File: src/rtl/trig_timer_pkg.sv
// Package: shared widths and the control-word layout of the triggered timer.
// Assumes a single clock domain apart from the trigger input.
package trig_timer_pkg;

    localparam int CNT_W     = 16;
    localparam int RATIO_W   = 4;
    localparam int SHOT_W    = 3;
    localparam int CTRL_W    = 11;
    localparam int CAP_LIMIT = 3;

    // Control word, MSB first: ratio field, then single-bit modes.
    typedef struct packed {
        logic [RATIO_W-1:0] ratio;       // postscale N, interrupt on every N+1
        logic               alt_sync;    // sync output from alternate input
        logic               capture;     // postscaler counts capture strobes
        logic               src_trig;    // postscaler counts accepted triggers
        logic               one_shot;    // limited-length triggered run
        logic               retrig;      // running time base may restart
        logic               trig_en;     // wait for trigger before counting
        logic               on;          // module enable
    } ctrl_t;

endpackage

File: src/rtl/tt_trig_sync.sv
// Module: tt_trig_sync
// Brings an asynchronous trigger into the clock domain through STAGES
// flip-flops and emits a one-cycle pulse on each rising edge.
// Assumes the input stays high and low for at least two clocks each.
module tt_trig_sync #(
    parameter int STAGES = 2
) (
    input  logic clk,
    input  logic rst_n,
    input  logic din,
    output logic rise
);

    localparam int LEN = STAGES + 1;

    logic [LEN-1:0] sreg;

    // Shift the raw input through the synchronizer and the history stage.
    always_ff @(posedge clk) begin
        if (!rst_n) sreg <= '0;
        else        sreg <= {sreg[LEN-2:0], din};
    end

    assign rise = sreg[STAGES-1] & ~sreg[STAGES];

    // an edge pulse never lasts two cycles
    a_r7_single_edge: assert property (@(posedge clk) disable iff (!rst_n)
        rise |=> !rise);

endmodule

File: src/rtl/tt_time_base.sv
// Module: tt_time_base
// Up-counter from 0 to period with trigger gating, optional retrigger and a
// one-shot run of shot_len+1 periods. It reports period match and
// accepted-trigger pulses. Assumes period is held stable during a run.
module tt_time_base
    import trig_timer_pkg::*;
#(
    parameter int W  = CNT_W,
    parameter int SW = SHOT_W
) (
    input  logic          clk,
    input  logic          rst_n,
    input  logic          on,
    input  logic          trig_en,
    input  logic          retrig,
    input  logic          one_shot,
    input  logic [W-1:0]  period,
    input  logic [SW-1:0] shot_len,
    input  logic          trig_rise,
    output logic [W-1:0]  count,
    output logic          running,
    output logic          pmatch,
    output logic          accept
);

    logic          run_q;
    logic [SW-1:0] shots;

    // Free-running mode counts regardless of the trigger run flag.
    assign running = on & (~trig_en | run_q);
    assign pmatch  = running & (count == period);
    assign accept  = on & trig_en & trig_rise & (~run_q | retrig);

    // Advance the count and manage the run and one-shot period tally.
    always_ff @(posedge clk) begin
        if (!rst_n || !on) begin
            count <= '0;
            run_q <= 1'b0;
            shots <= '0;
        end else if (accept) begin
            count <= '0;
            run_q <= 1'b1;
            shots <= '0;
        end else if (running) begin
            if (pmatch) begin
                count <= '0;
                if (trig_en && one_shot) begin
                    if (shots == shot_len) begin
                        run_q <= 1'b0;
                        shots <= '0;
                    end else begin
                        shots <= shots + SW'(1);
                    end
                end
            end else begin
                count <= count + W'(1);
            end
        end
    end

    // an accepted trigger restarts the count from zero
    a_r7_start: assert property (@(posedge clk) disable iff (!rst_n)
        accept |=> (running && count == '0));

    // a period match without a trigger wraps to zero
    a_r2_wrap: assert property (@(posedge clk) disable iff (!rst_n)
        (pmatch && !accept) |=> (count == '0));

    // a trigger without retrigger leaves a running count advancing
    a_r8_no_restart: assert property (@(posedge clk) disable iff (!rst_n)
        (on && trig_en && run_q && !retrig && trig_rise && count != period)
        |=> (count == $past(count) + W'(1)));

    // the last one-shot period ends the run
    a_r9_shot_end: assert property (@(posedge clk) disable iff (!rst_n)
        (on && trig_en && one_shot && pmatch && !accept && shots == shot_len)
        |=> !running);

endmodule

File: src/rtl/tt_postscaler.sv
// Module: tt_postscaler
// Counts events and emits a one-cycle pulse on every (ratio+1)th one. The
// tally clears while disabled and whenever the ratio changes.
// Assumes at most one event per cycle.
module tt_postscaler
    import trig_timer_pkg::*;
#(
    parameter int RW = RATIO_W
) (
    input  logic          clk,
    input  logic          rst_n,
    input  logic          on,
    input  logic [RW-1:0] ratio,
    input  logic          evt,
    output logic          pulse
);

    logic [RW-1:0] tally;
    logic [RW-1:0] ratio_q;

    // Remember the ratio so that a new setting can be detected.
    always_ff @(posedge clk) begin
        if (!rst_n) ratio_q <= '0;
        else        ratio_q <= ratio;
    end

    // Count events and fire once per full group.
    always_ff @(posedge clk) begin
        if (!rst_n || !on || ratio != ratio_q) begin
            tally <= '0;
            pulse <= 1'b0;
        end else if (evt) begin
            if (tally == ratio) begin
                tally <= '0;
                pulse <= 1'b1;
            end else begin
                tally <= tally + RW'(1);
                pulse <= 1'b0;
            end
        end else begin
            pulse <= 1'b0;
        end
    end

    // an interrupt pulse always follows a counted event
    a_r3_irq_after_event: assert property (@(posedge clk) disable iff (!rst_n)
        pulse |-> $past(evt));

    // a disabled module leaves no interrupt behind
    a_r11_off_quiet: assert property (@(posedge clk) disable iff (!rst_n)
        !on |=> !pulse);

endmodule

File: src/rtl/trig_timer.sv
// Module: trig_timer (top)
// Triggered 16-bit timer with a selectable-source interrupt postscaler and
// a sync output. Decodes the control word and wires the parts together.
// Assumes the control word is driven synchronously to clk.
module trig_timer
    import trig_timer_pkg::*;
#(
    parameter int TRIG_STAGES = 2
) (
    input  logic              clk,
    input  logic              rst_n,
    input  logic [CTRL_W-1:0] ctrl_word,
    input  logic [CNT_W-1:0]  period,
    input  logic [SHOT_W-1:0] shot_len,
    input  logic              trig_in,
    input  logic              cap_strobe,
    input  logic              alt_sync_in,
    output logic              irq,
    output logic              sync_out,
    output logic              cfg_err,
    output logic [CNT_W-1:0]  tmr_count,
    output logic              tmr_running
);

    ctrl_t cw;
    logic  trig_rise;
    logic  pmatch;
    logic  accept;
    logic  ps_evt;

    assign cw = ctrl_t'(ctrl_word);

    tt_trig_sync #(.STAGES(TRIG_STAGES)) u_sync (
        .clk   (clk),
        .rst_n (rst_n),
        .din   (trig_in),
        .rise  (trig_rise)
    );

    tt_time_base #(.W(CNT_W), .SW(SHOT_W)) u_tb (
        .clk       (clk),
        .rst_n     (rst_n),
        .on        (cw.on),
        .trig_en   (cw.trig_en),
        .retrig    (cw.retrig),
        .one_shot  (cw.one_shot),
        .period    (period),
        .shot_len  (shot_len),
        .trig_rise (trig_rise),
        .count     (tmr_count),
        .running   (tmr_running),
        .pmatch    (pmatch),
        .accept    (accept)
    );

    // Pick the event stream the postscaler divides.
    always_comb begin
        if (cw.capture)       ps_evt = cap_strobe;
        else if (cw.src_trig) ps_evt = accept;
        else                  ps_evt = pmatch;
    end

    tt_postscaler #(.RW(RATIO_W)) u_ps (
        .clk   (clk),
        .rst_n (rst_n),
        .on    (cw.on),
        .ratio (cw.ratio),
        .evt   (ps_evt),
        .pulse (irq)
    );

    // Select the sync source and flag illegal capture ratios.
    assign sync_out = cw.alt_sync ? alt_sync_in : (pmatch | accept);
    assign cfg_err  = cw.on & cw.capture & (cw.ratio > RATIO_W'(CAP_LIMIT));

    // rollover-driven sync is silent while the module is off
    a_r10_sync_off: assert property (@(posedge clk) disable iff (!rst_n)
        (!cw.on && !cw.alt_sync) |-> !sync_out);

endmodule

File: config.mk
export PLATFORM = sky130hd
export DESIGN_NAME = trig_timer
export DESIGN_NICKNAME = d
export VERILOG_FILES = /design/src/rtl/trig_timer_pkg.sv /design/src/rtl/tt_trig_sync.sv /design/src/rtl/tt_time_base.sv /design/src/rtl/tt_postscaler.sv /design/src/rtl/trig_timer.sv
export SDC_FILE = /design/constraint.sdc
export NUM_CORES = 1
export LEC_CHECK = 0
export ABC_AREA = 0
export CORE_MARGIN = 5
export CORE_UTILIZATION = 30
export DETAILED_ROUTE_END_ITERATION = 10
export GPL_TIMING_DRIVEN = 1
export SYNTH_ARGS = -nofsm -noshare
export SYNTH_HDL_FRONTEND = slang
export SYNTH_SLANG_ARGS = --single-unit
File: constraint.sdc
create_clock -name clk -period 4.5 [get_ports clk]
set_input_delay 0.45 -clock clk [delete_from_list [all_inputs] [get_ports clk]]
set_output_delay 0.45 -clock clk [all_outputs]
set_load 0.05 [all_outputs]
==> Yosys cells after proc, flatten, opt, wreduce, memory -nomap -nowiden <==
Cells that the tools add are included.
Widths: inputs -> output; s select.
{ "op_classes": {"n_reduce_logical": 13, "eq_ne": 4, "n_addsub": 3, "bitwise": 15, "n_lt_le_gt_ge": 1, "muxes": 12} }
{ "op_table": {"columns": ["operator", "count"], "rows": [
  ["$add 16x1->16 const B", 1],
  ["$eq 16x16->1", 1],
  ["$mux 16", 1],
  ["$mux 1", 9],
  ["$and 1x1->1", 8],
  ["$reduce_bool 2->1", 4],
  ["$add 4x1->4 const B", 1],
  ["$eq 4x4->1", 1],
  ["$gt 4x2->1 const B", 1],
  ["$mux 4", 1],
  ["$ne 4x4->1", 1],
  ["$not 1->1", 4],
  ["$reduce_and 4->1", 1],
  ["$reduce_or 2->1", 2],
  ["$add 3x1->3 const B", 1],
  ["$eq 3x3->1", 1],
  ["$mux 3", 1],
  ["$or 1x1->1", 3],
  ["$reduce_and 3->1", 1],
  ["$logic_not 1->1", 2],
  ["$logic_or 1x1->1", 2],
  ["$logic_and 1x1->1", 1]
]} }
{ "totals": {"wordCells": 55, "output_inout_bits": 20, "input_bits": 35, "reg_bits": 32} }

==> Logic depth before layout (Yosys ltp) <==
Gate-level depths: netlist of the first run.
{ "logic_depth": {"word_depth": 8, "mapped_depth": 7} }

==> Cells and area by module <==
Synthesis of the first run repeated with hierarchy kept, for this count alone.
{ "unflattened": {"cells_unflattened": 200, "hier_area_um2": 1766.7} }
{ "by_module_without_submodules": {"columns": ["mod", "area_per_inst_um2", "instances", "cells_each", "seq_area_each_um2"], "rows": [
  ["tt_time_base", 1229.9, 1, 147, 400.4],
  ["tt_postscaler", 402.9, 1, 39, 180.2],
  ["tt_trig_sync", 92.6, 1, 7, 60.1],
  ["trig_timer", 41.3, 1, 7, 0.0]
]} }

==> Least setup slack after synthesis of the first run <==
Ideal clock, no wire load.
{ "synth_path": {"kind": "register to output", "startpoint": "register u_tb.count[5]", "endpoint": "output port sync_out", "required_time_ns": 4.050, "arrival_time_ns": 2.609, "path_slack_ns": 1.441, "stages_incl_launch_ff": 8, "cell_sequence": "dfxtp_1 -> buf_6 -> xor2_1 -> nor4_4 -> nand3b_2 -> nor2_1 -> nor2_1 -> o21ai_0"} }
{ "synth_between": {"elab_chain_len": 4} }
{ "synth_rtl": {"columns": ["element", "line_no", "rtl"], "rows": [
  ["start, declared", "tt_time_base.sv:20", "output logic [W-1:0] count,"],
  ["start signal, assigned", "tt_time_base.sv:56", "count <= count + W'(1);"],
  ["$eq 16x16->1", "tt_time_base.sv:31", "assign pmatch = running & (count == period);"],
  ["$and 1x1->1", "tt_time_base.sv:31", null],
  ["$or 1x1->1", "trig_timer.sv:73", "assign sync_out = cw.alt_sync ? alt_sync_in : (pmatch | accept);"],
  ["$mux 1", "trig_timer.sv:73", null],
  ["end, declared", "trig_timer.sv:19", "output logic sync_out,"]
]} }
Every way passes these cells.

==> Worst setup path after layout of the first run <==
{ "layout_path": {"startpoint": "input port period[15]", "endpoint": "output port sync_out"} }
{ "layout_between": {"elab_chain_len": 4} }
{ "layout_rtl": {"columns": ["element", "line_no", "rtl"], "rows": [
  ["start, declared", "trig_timer.sv:13", "input logic [CNT_W-1:0] period,"],
  ["$eq 16x16->1", "tt_time_base.sv:31", null],
  ["$and 1x1->1", "tt_time_base.sv:31", null],
  ["$or 1x1->1", "trig_timer.sv:73", null],
  ["$mux 1", "trig_timer.sv:73", null]
]} }
Every way passes these cells.

==> results.toml, run 1 <==
[outcome]
run_status = "complete, no violations"

[clock_network]
cts_hold_buf = 0
ctsResizeCount = 0
cts_buffer_depth = 2
clk_pin_slew_worst_paths_ns = 0.06
cts_tree = "done"
worstSkewPairLatency_ns = 0.28
cts-root-buf = "clkbuf_8"
htreeDepth = 2
post_cts_buffers = 0
numCtsBuffers = 5
cts_num_sinks = 32

[grt]
grt_usage_pct = 11.17
grt_max_degree = 17
grt_pass1_vias = 1401
grt_overflow = 0
grt_pass1_wl_um = 6458
antenna_found_initial = 0

[die]
fp.coreArea_mm2 = 0.005540
fp-row-count = 27
ioPinCount = 55
dieArea_mm2 = 0.007373
die_y_um = 85.87
die_w_um = 85.87
start_util_pct = 31.17

[worst_setup_path]
critPathCaptureType = "output pin"
critPathMaxStageDelay_ns = 0.83
required_ns = 4.05
path_class = "input pin to output pin"
critPathTopFamily = "buffers and inverters"
cp_max_fo = 4
crit_arrival_ns = 2.74
slowest_stage = "clkdlybuf4s50_1"
start_kind = "input pin"
crit_chain = "clkdlybuf4s50_1 -> xor2_1 -> nor4_1 -> nand3_2 -> nor2_1 -> nor2_1 -> o21ai_0 -> clkdlybuf4s50_1"
path_buf_inv = 2

[yosys]
synthTopCellsByArea = "dfxtp_1 37%, xor2_1 16%, nor2_1 5.4%"
yosysTopAreaCell = "dfxtp_1"
netlist_area_mm2 = 0.001727
synth_top_area_share_pct = 37.10
async_flop_share_pct = 0
synthTopCellsByCount = "32 x dfxtp_1, 32 x xor2_1, 25 x nor2_1, 13 x nand2_1, 9 x xnor2_1"
synth_fp_nets = 227
ys_types = 40
synth-seq-cells = 32
avgSynthCellArea_um2 = 9.136
synth_edf_count = 0
seq_area_frac_synth_pct = 37.10
syn_inst = 189
ys.warnings.count = 0
ys.flop_type = "dfxtp_1"

[power_and_ir_drop]
total_power_w = 0.0006059
p_per_area_mw_per_mm2 = 248.6
peakVddDrop_mv = 0.1607
p_leak_nw = 0.9377

[placement]
hpwl_um = 3220
gp_congestion = 0.7839
placed_cell_area_mm2 = 0.002341
io_buffer_count = 54

[route]
drt.antenna.violating_nets = 0
first_pass_iters = 6
routed_wl_um = 4012
wl_per_cell_um = 12.54
drc = 0
dr_total_vias = 1470
drt_iter0_drc = 50
vias_per_cell = 4.594

[timing]
fmax_mhz = 313.2
fin_worst_skew_ns = 0.003708
tns_ns = 0
finalHoldViolCount = 0
hold_ws_ns = 0.4341
setup_violations = 0
maxSlewHeadroom_pct = 54.68
drv_slew = 0
rsz0062_at_grt = "false"
tightest_slew_ns = 0.6798
post-route-period-util_pct = 70.95
layout_min_cycle_time_ns = 3.193

[final_layout]
drive_gt1_share_pct = 6.855
fin_util_pct = 43.99
design_area_mm2 = 0.002437
nets = 286
antenna_cells = 0
area_delta_synth_final_pct = 41.16

[flow_run]
cap_violations = 0

[hold_path]
min_path_type = "flip-flop to flip-flop"
-- final cells by class --
cell class                 count  area (µm²)
clock buffer                   7       96.34
fill                         575        3103
inverter                       5       18.77
multi-input combinational    150        1051
sequential                    32       640.6
tap                           72       90.09
timing repair buffer          54       540.5
-- placed cells by master, fill, tap and decap left out, drive strengths merged --
cell type / netlist / layout
nand2: 14 / 14
nor4: 3 / 3
clkinv: 1 / 1
dfxtp: 32 / 32
nor2: 25 / 25
nand4: 7 / 7
o31ai: 1 / 1
and3: 4 / 4
mux2i: 3 / 3
o21ai: 5 / 5
inv: 4 / 4
nand3: 9 / 9
nor2b: 3 / 3
nor3b: 2 / 2
o211a: 1 / 1
o41ai: 2 / 2
nand2b: 2 / 2
nor3: 6 / 6
xor2: 32 / 32
a211o: 2 / 2
a22oi: 1 / 1
xnor2: 9 / 9
and3b: 1 / 1
clkdlybuf4s50: 0 / 54
nand4b: 2 / 2
clkbuf: 0 / 7
ha: 3 / 3
a31o: 1 / 1
a21oi: 2 / 2
nand3b: 2 / 2
and2: 8 / 8
-- where the power goes --
part	internal, W	switching, W
Sequential	0.000287	0.00000190
Combinational	0.0000425	0.0000343
Clock	0.000136	0.000104
-- path summary, 6_finish.rpt --
| kind | endpoint | from | cells past startpoint | slack (ns) |
|---|---|---|---|---|
| hold reg to reg | u_sync.sreg[1]$_SDFF_PN0_ | u_sync.sreg[0]$_SDFF_PN0_ | 1 | 0.43 |
| hold / removal | u_sync.sreg[1]$_SDFF_PN0_ | u_sync.sreg[0]$_SDFF_PN0_ | 1 | 0.43 |
| setup / recovery | sync_out | period[15] | 8 | 1.31 |
| setup reg to reg | u_tb.count[1]$_SDFFE_PP0P_ | u_tb.count[7]$_SDFFE_PP0P_ | 5 | 2.45 |
-- flip-flops by register name, indices dropped and copies added, names as in the netlist --
signal and flops:
u_sync.sreg 3, u_ps.tally 4, u_tb.shots 3, u_tb.run_q 1, u_ps.ratio_q 4, u_ps.pulse 1, u_tb.count 16
-- through the flow --
stage	setup WS [ns]	cells
2_1_floorplan	1.441	189
3_3_place_gp	1.284	313
3_5_place_dp	1.261	313
5_1_grt	1.098	320
6_report	1.307	320
4_1_cts	1.265	320
-- kinds of logic after synthesis --
kind of cell / after synthesis / share of synthesized area (%)
compound gates: 15 / 7.754
simple gates: 88 / 28.41
fa+ha+maj: 3 / 2.174
xor+xnor: 41 / 20.80
mux: 3 / 1.739
buf+inv: 7 / 2.028
flops: 32 / 37.10
-- routing by layer --
metal	up-vias	global-route usage (%)	wire, µm
li1	764	-	-
met1	650	13.59	1854
met2	49	17.38	1719
met3	7	4.515	371
met4	0	4.748	67
met5	-	0	0
(Power assumes the default switching activity.)
==> run 2: changes to the inputs <==
- clock period: 4.5 -> 3.1 ns (I/O delays scaled with it)
==> run 2 against run 1 <==
Non-clock buffer count rose by 1; utilization grew 0.52 points; sequential share of layout area decreased by 0.31 points; clock skew up 0.0031 ns; sequential cell count unchanged; first-iteration DRC count increased by 4.0%; final area is 1.2% higher; die area unchanged; hold slack improved by 0.0042 ns; cell count increased by 0.63%; register-to-register slack got worse by 1.2 ns; critical path depth unchanged; critical endpoint unchanged; largest cell class unchanged; largest power group unchanged.
==> results.toml, run 2 (synthesized netlist as in run 1, its figures left out) <==
[outcome]
run_status = "complete, no violations"

[grt]
grt_pass1_vias = 1429
grt_overflow = 0
antenna_found_initial = 0
grt_usage_pct = 11.08
grt_max_degree = 17
grt_pass1_wl_um = 6568

[final_layout]
largest_register_ffs = 16
multiInputGateArea_mm2 = 0.001051
regMostFlops = "u_tb.count"
fin_util_pct = 44.51
reg.largest.list = "u_tb.count x16, u_ps.ratio_q x4, u_ps.tally x4"
mostFrequentLayoutCells = "53 x clkdlybuf4s50_1, 32 x xor2_1, 32 x dfxtp_1, 25 x nor2_1, 13 x nand2_1"
ff_latch_area_um2 = 640.6
fin_cells = 322
nets = 287
fillers = 571
antenna_cells = 0
area_delta_synth_final_pct = 42.83
layout_commonest_cell = "clkdlybuf4s50_1"
drive_gt1_share_pct = 7.600

[timing]
layout_min_cycle_time_ns = 2.450
maxSlewHeadroom_pct = 64.24
tightest_slew_ns = 0.5323
rsz0062_at_grt = "false"
drv_slew = 0
post-route-period-util_pct = 79.03
fmax_mhz = 408.2
tns_ns = 0
setup_violations = 0
finalHoldViolCount = 0
fin_worst_skew_ns = 0.006848

[route]
first_pass_iters = 4
drt.antenna.violating_nets = 0
vias_per_cell = 4.571
drc = 0
routed_wl_um = 4020
dr_total_vias = 1472
drt_iter0_drc = 52
wl_per_cell_um = 12.48

[clock_network]
cts-root-buf = "clkbuf_8"
htreeDepth = 2
clk_pin_slew_worst_paths_ns = 0.06
cts_tree = "done"
post_cts_buffers = 0
cts_hold_buf = 0
ctsResizeCount = 0
worstSkewPairLatency_ns = 0.28
cts_num_sinks = 32
numCtsBuffers = 5
cts_buffer_depth = 2

[worst_setup_path]
path_class = "input pin to output pin"
crit_arrival_ns = 2.14
start_kind = "input pin"
required_ns = 2.79
cp_max_fo = 4
rr_startpoint = "u_tb.count[6]$_SDFFE_PP0P_"
rr_worst_depth = 6
reg2reg_to = "u_ps.tally[3]$_SDFFE_PP0P_"
critPathCaptureType = "output pin"
rrSetupSlack_ns = 1.21

[die]
fp-row-count = 27
dieArea_mm2 = 0.007373
fp.coreArea_mm2 = 0.005540
start_util_pct = 31.17
die_w_um = 85.87
die_y_um = 85.87
ioPinCount = 55

[placement]
io_buffer_count = 54
place_inst = 314
gp_congestion = 0.7817
hpwl_um = 3211

[power_and_ir_drop]
internal-power_w = 0.0007186
p_seq_share_pct = 45.3
p_sw_share_pct = 22.32
pwr-share-comb_pct = 12.3
power_frac_clock_pct = 42.4
p_switching_w = 0.0002065
peakVddDrop_mv = 0.2186
p_per_area_mw_per_mm2 = 375.2
p_leak_nw = 0.9521

[hold_path]
hp-start = "u_sync.sreg[0]$_SDFF_PN0_"
worstHoldPathCells = 1
hold_end = "u_sync.sreg[1]$_SDFF_PN0_"
min_path_type = "flip-flop to flip-flop"

[flow_run]
cap_violations = 0
run 2: worst max-delay path by stage:
| stage | startpoint | to | slack (ns) | cells past startpoint |
|---|---|---|---|---|
| 6_report | period[15] | sync_out | 0.65 | 8 |
| 5_1_grt | u_tb.count[6]$_SDFFE_PP0P_ | sync_out | 0.51 | 7 |
| 4_1_cts | period[15] | sync_out | 0.63 | 8 |
| 3_5_place_dp | period[15] | sync_out | 0.63 | 8 |
| 3_3_place_gp | period[15] | sync_out | 0.65 | 8 |
| 2_1_floorplan | u_tb.count[5]$_SDFFE_PP0P_ | sync_out | 0.18 | 7 |
run 2: layout make-up:
type / count / share of cell area, %
Multi-Input combinational cell: 150 / 42.62
Sequential cell: 32 / 25.98
Timing Repair Buffer: 55 / 22.63
Tap cell: 72 / 3.653
Clock buffer: 6 / 2.943
Clock inverter: 2 / 1.421
Inverter: 5 / 0.7610
run 2: through the flow:
step                cell area [µm²]  hold WS [ns]  total power, W  worst slack (ns)
finish                         2466        0.4383       0.0009252            0.6500
global route                   2466        0.4679       0.0009639            0.5117
CTS                            2466        0.4428       0.0009419            0.6332
detailed placement             2359        0.4274       0.0005436            0.6341
global placement               2359        0.4140       0.0005429            0.6535
floorplan                      1727        0.4118       0.0004777            0.1811
run 2: routing by layer:
| metal | global-route usage [%] | share of wire, % | up-vias | wire [µm] |
|---|---|---|---|---|
| met4 | 2.590 | 0.95 | 0 | 38 |
| met5 | 0 | 0 | - | 0 |
| met2 | 18.43 | 44 | 48 | 1784 |
| met3 | 4.707 | 8.7 | 5 | 348 |
| met1 | 13.20 | 46 | 657 | 1849 |
| li1 | - | - | 762 | - |
run 2: power groups by stage:
stage	Clock, W	Combinational, W	Sequential, W
final	0.000392	0.000114	0.000419
after global routing	0.000422	0.000123	0.000419
after CTS	0.000407	0.000116	0.000419
after detailed placement	0	0.000115	0.000428
after global placement	0	0.000115	0.000428
after floorplan	0	0.0000482	0.000429
run 2: worst max-delay path: stages:
cell             delay, ns
clkdlybuf4s50_1       0.42
xor2_1                0.14
nor4_1                0.35
nand3_2               0.23
nor2_1                0.14
nor2_1                0.05
o21ai_0               0.31
buf_12                0.18
